**config.mk**
```make
export PLATFORM = sky130hd
export DESIGN_NAME = ahbl_wait_mem
export DESIGN_NICKNAME = d
export VERILOG_FILES = /design/src/rtl/ahbl_wait_mem.sv
export SDC_FILE = /design/constraint.sdc
export NUM_CORES = 2
export LEC_CHECK = 0
export BUFFER_PORTS_ARGS = -buffer_cell sky130_fd_sc_hd__buf_4
export CAP_MARGIN = 30
export CORE_MARGIN = 2
export CORE_UTILIZATION = 45
export CTS_BUF_LIST = sky130_fd_sc_hd__clkbuf_4
export CTS_CLUSTER_DIAMETER = 30
export DETAILED_ROUTE_END_ITERATION = 16
export PLACE_DENSITY = 0.67
export SETUP_SLACK_MARGIN = 0.5
export SYNTH_ARGS = -nofsm -noshare
export SYNTH_HDL_FRONTEND = slang
export SYNTH_SLANG_ARGS = --single-unit
```
**constraint.sdc**
```tcl
create_clock -name clk -period 4.2 [get_ports clk]
set_input_delay 0.21 -clock clk [delete_from_list [all_inputs] [get_ports clk]]
set_output_delay 0.21 -clock clk [all_outputs]
set_load 0.1 [all_outputs]
```
**src/rtl/ahbl_wait_mem.sv**
```systemverilog
module ahbl_wait_mem #(
  parameter int ADDR_W   = 8,
  parameter int DATA_W   = 32,
  parameter int WAIT_CYC = 2,
  parameter int BAD_LO   = 'hC0,
  parameter int BAD_HI   = 'hDF
) (
  input  logic              clk,
  input  logic              rst_n,
  input  logic              sel_i,
  input  logic [ADDR_W-1:0] addr_i,
  input  logic [1:0]        trans_i,
  input  logic              write_i,
  input  logic [2:0]        size_i,
  input  logic [DATA_W-1:0] wdata_i,
  input  logic              ready_i,
  output logic [DATA_W-1:0] rdata_o,
  output logic              readyout_o,
  output logic              resp_o
);
  localparam int NB    = DATA_W / 8;
  localparam int LW    = $clog2(NB);
  localparam int WORDS = 2 ** (ADDR_W - LW);
  localparam int CW    = (WAIT_CYC > 0) ? $clog2(WAIT_CYC + 1) : 1;

  logic [DATA_W-1:0] mem [WORDS];

  logic              dp_v, dp_err, dp_err2, dp_wr;
  logic [ADDR_W-1:0] dp_addr;
  logic [2:0]        dp_size;
  logic [CW-1:0]     cnt;

  logic take, bad_win, bad_size, misal, bad;
  logic done_ok;
  logic [NB-1:0] be;

  assign take     = sel_i & trans_i[1] & ready_i;
  assign bad_win  = (int'(addr_i) >= BAD_LO) && (int'(addr_i) <= BAD_HI);
  assign bad_size = int'(size_i) > LW;
  assign misal    = |(addr_i[LW-1:0] & LW'((32'd1 << size_i) - 32'd1));
  assign bad      = bad_win | bad_size | misal;

  assign readyout_o = !dp_v ? 1'b1 : (dp_err ? dp_err2 : (cnt == '0));
  assign resp_o     = dp_v & dp_err;
  assign done_ok    = dp_v & ~dp_err & (cnt == '0);
  assign rdata_o    = (done_ok & ~dp_wr) ? mem[dp_addr[ADDR_W-1:LW]] : '0;

  always_comb begin
    be = NB'((32'd1 << (32'd1 << dp_size)) - 32'd1) << dp_addr[LW-1:0];
  end

  always_ff @(posedge clk or negedge rst_n) begin
    if (!rst_n) begin
      dp_v    <= 1'b0;
      dp_err  <= 1'b0;
      dp_err2 <= 1'b0;
      dp_wr   <= 1'b0;
      dp_addr <= '0;
      dp_size <= '0;
      cnt     <= '0;
    end else if (take) begin
      dp_v    <= 1'b1;
      dp_err  <= bad;
      dp_err2 <= 1'b0;
      dp_wr   <= write_i;
      dp_addr <= addr_i;
      dp_size <= size_i;
      cnt     <= CW'(WAIT_CYC);
    end else if (dp_v && readyout_o) begin
      dp_v    <= 1'b0;
    end else if (dp_v) begin
      if (dp_err) dp_err2 <= 1'b1;
      else        cnt     <= cnt - 1'b1;
    end
  end

  always_ff @(posedge clk or negedge rst_n) begin
    if (!rst_n) begin
      for (int i = 0; i < WORDS; i++) mem[i] <= '0;
    end else if (done_ok && dp_wr) begin
      for (int l = 0; l < NB; l++)
        if (be[l]) mem[dp_addr[ADDR_W-1:LW]][l*8 +: 8] <= wdata_i[l*8 +: 8];
    end
  end
endmodule

```
==> results by stage <==
Routing:
- The first routing iteration left 5836 violations.
- Wires add up to 297000 um.
- After detailed routing, the average wire length per cell comes to 27.5 um.
- The first-pass detailed-route iteration total is 6.
- The total number of vias is 65400.
- The detail route stage leaves a number of antenna-violating nets equal to 0.
- Dividing the detail-routed via count by the number of cells gives 6.06.
- The detailed-route DRC error count is 0.

Global route:
- Global routing finished with a remaining overflow of 0.
- The met1 usage in global routing is 36.0%.
- Across every metal layer, demand over resource in global routing totals 27.1%.
- The number of global-route vias before repair is 67800.
- The met3 usage in global routing is 6.13%.
- The initial antenna violation count is 12.
- The first global-routing pass estimated 440000 um of wire.
- After global routing, the most crowded layer is met2.
- The largest net degree at the start of global routing is 150.
- For met2 alone, demand over resource in global routing was 42.3%.

Clock network:
- In this run, CTS created clock tree buffers numbering 566.
- The worst-skew pair later-pin latency is 1.36 ns.
- TritonCTS built the clock tree.
- The cell at the root of the clock tree is clkbuf_4.
- Clock tree synthesis found a total of 2065 sinks.
- Clock-pin slew was measured on the worst setup and hold paths at 0.07 ns.
- No sink is reached through more buffers than the 4 on the longest clock path.
- The H-tree was split into 6 levels.

Placement:
- The worst setup slack before clock tree synthesis is 0.306 ns.
- Port buffering added 82 buffers.
- The sum of net half-perimeters after detailed placement is 171000 um.
- At the end of routability-driven placement, the weighted congestion stood at 0.899.

Layout:
- The leading cell type in the layout, fill and taps excluded is mux2_2.
- In the final layout, the share of cells above drive strength 1 is 47.9%.
- After filler insertion, the fill cell instance count of the layout stands at 17400.
- The area taken by multi-input logic gates is 0.0426 mm2.
- Registers take 0.0517 mm2.
- For this run, the post-layout net count is 7701.
- Cells fill 53.5% of the core in the end.
- Relative to the synthesized area, the layout overhead comes to 18.3%.
- The top cell types in the final layout, fill and taps aside, are 2067 x mux2_2, 2059 x dfrtp_1, 813 x clkbuf_4, 497 x mux2i_1, 264 x buf_4.

Floorplanning:
- The cell row count is 168.
- The region available for standard cell placement spans 0.209 mm2.
- The area of the die is 0.214 mm2.
- The floorplan step set the die width to 463 um.
- From bottom edge to top edge, the die measures 463 um.
- The I/O pin count is 84.
- Once the floorplan was initialized, standard cells occupied 45.2% of the core.

Yosys:
- After synthesis, the netlist uses 61 different library cells.
- dfrtp_1 takes more of the synthesized area than any other cell.
- The total nets after synthesis is 7148.
- The fraction of the yosys area taken by sequential cells is 54.6%.
- The count of flip-flops with a built-in enable after synthesis is 0.
- In this run the biggest area consumer among cell types represents 54.6% of the synthesized area.
- The average cell area after synthesis is 13.3 um2.
- After synthesis the netlist holds a flip-flop and latch count of 2065.
- Synthesis handed over a netlist of 7096 instances.
- The cell area after synthesis is 0.0947 mm2.
- The Yosys step of the flow raised 0 warnings.
- For this run, the leading register cell type out of synthesis is dfrtp_1.
- After synthesis, the cell types taking the most area are dfrtp_1 55%, mux2_2 25%, mux2i_1 5.3%, a22oi_1 1.7%, o22ai_1 1.6%.
- Of all flip-flops after synthesis, the portion carrying an async set or reset was 100%.

STA:
- Setup repair after global routing could not meet its margin everywhere.
- After layout, the worst path uses 103% of the clock period.
- On the final layout, the worst clock skew is 0.102 ns.
- The count of final hold-check violations is 0.
- The worst slew slack as a fraction of its limit is 25.1%.
- The total count of max-transition violations in the final report is 0.
- The final critical-path setup slack is -0.120 ns.
- The final critical-path required period is 4.32 ns.
- The post-route worst hold slack is 0.122 ns.
- The highest attainable clock frequency is 231 MHz.
- For the pin with the worst max-slew slack, the measured transition is 1.12 ns.
- Setup violations remaining at the end of the flow were counted as 22.

Critical path:
- The worst register-to-register path ends at mem[599].
- In this run the worst path has a maximum fanout of 42.
- The critical path goes through buf_12 -> buf_4 -> and2_2 -> buf_12 -> a32o_1 -> o31ai_1 -> o2111a_1 -> a21oi_4 -> buf_6 -> buf_12.
- Counting cells, the worst reg-to-reg path comes to 8.
- At the worst endpoint, the required time is 3.99 ns.
- The type of destination of the critical path is an output pin.
- The setup slack of the worst register-to-register path is 0.48 ns.
- The maximum single-stage delay on the critical path is 0.57 ns.
- The endpoint arrival time on the critical path is 4.11 ns.
- In this run the critical register-to-register path is launched from dp_addr[3].
- The critical path is of the reg -> out type.
- The most frequent cell on the critical path is buf_12.
- The capture point of the worst path is rdata_o[14].
- The worst setup path is launched from a register.
- The launching instance or port of the critical path is dp_addr[4].
- The slowest cell on the critical path is dfrtp_4.

Worst hold path:
- The classification of the worst-slack hold path is in -> reg.

Run:
- The tool flagged a number of max-cap violations equal to 0.

Pwr:
- After layout, the design draws a total of 0.0490 W.
- The power density of the placed cells is 437 mW/mm2.
- VDD sags by at most 375 uV.
- Summed over all cells, the static leakage comes to 51.1 nW.

Outcome:
- The flow ran to the end, but the final reports show violations.
- The checks that failed: negative setup slack.
[area by class of cell]
class                   count  area share [%]
repair buffers            563            6.71
diodes                     10          0.0223
flip-flops and latches   2065            46.1
inverters                   6          0.0201
clock inverters            94           0.524
multi-input cells        4447            38.0
clock buffers             813            5.45
well taps                2805            3.13
[timing repair]
| action | in CTS | in global routing |
|---|---|---|
| cloned | 46 | 15 |
| setup endpoints to repair | 91 | 34 |
| pin swaps | 98 | 70 |
| hold buffers | 73 | 0 |
| hold endpoints to repair | 4130 | 0 |
| buffers inserted | 92 | 30 |
| resized for setup | 485 | 190 |
[where the power goes]
group          total (W)  internal [W]  switching (W)
registers         0.0211        0.0207       0.000453
clock network     0.0177       0.00928        0.00837
logic             0.0102       0.00399        0.00617
[routing by layer]
metal  share of wire [%]  vias to the layer above
met5               0.011                        -
met2                  46                     2637
met3                 7.9                      621
met1                  41                    34400
li1                    -                    27700
met4                 4.9                        4
[flip-flops by register name (all words and copies together) (netlist names)]
signal	flops
dp_err	1
dp_addr	8
dp_err2	1
cnt	2
dp_size	3
dp_v	1
dp_wr	1
mem	2048
[kinds of logic (layout without fill, tap and decap cells)]
group	count (synthesis)	count (layout)	synth area share (%)
other cells	1	11	0.00396
xor+xnor	2	2	0.0185
mux	2641	2641	30.9
simple gates	570	572	3.40
fa+ha+maj	2	2	0.0264
flops	2065	2065	54.6
compound gates	1229	1229	8.48
buf+inv	586	1476	2.64
[synth_stat cells, types with 64 or more instances]
cell / n
a21oi_1: 296
buf_2: 128
a221oi_1: 139
nor3_4: 64
nor2_1: 180
mux2_2: 2067
clkbuf_1: 326
dfrtp_1: 2065
a22o_1: 80
mux2i_1: 506
buf_1: 96
a22oi_1: 211
nand2_1: 208
o21ai_0: 192
o22ai_1: 243
[critical path, delay by kind of cell (launching register included)]
kind	cells	cell delay, ns
buffers and inverters	5	0.95
AOI/OAI and AO/OA	4	0.95
DFF	1	0.57
and+or+nand+nor	1	0.24
[how the worst min path moves through the flow]
stage	startpoint	to	slack, ns	depth (start not counted)
4_1_cts	wdata_i[30]	mem[542]	0.01	3
6_report	wdata_i[19]	mem[1203]	0.12	3
5_1_grt	wdata_i[30]	mem[542]	0.08	3
3_5_place_dp	rst_n	mem[821]	0.33	1
2_1_floorplan	rst_n	cnt[0]	-0.09	0
3_3_place_gp	rst_n	mem[821]	0.32	1
[metrics by stage]
step,TNS (ns),std cells,instance area (um2)
2_1_floorplan,0,7096,94700
4_1_cts,-3.04,10700,111000
3_5_place_dp,0,9628,98900
3_3_place_gp,0,9626,98900
5_1_grt,-4.04,10800,112000
6_report,-1.07,10800,112000
Note: power is estimated with default switching activity, not from simulation.
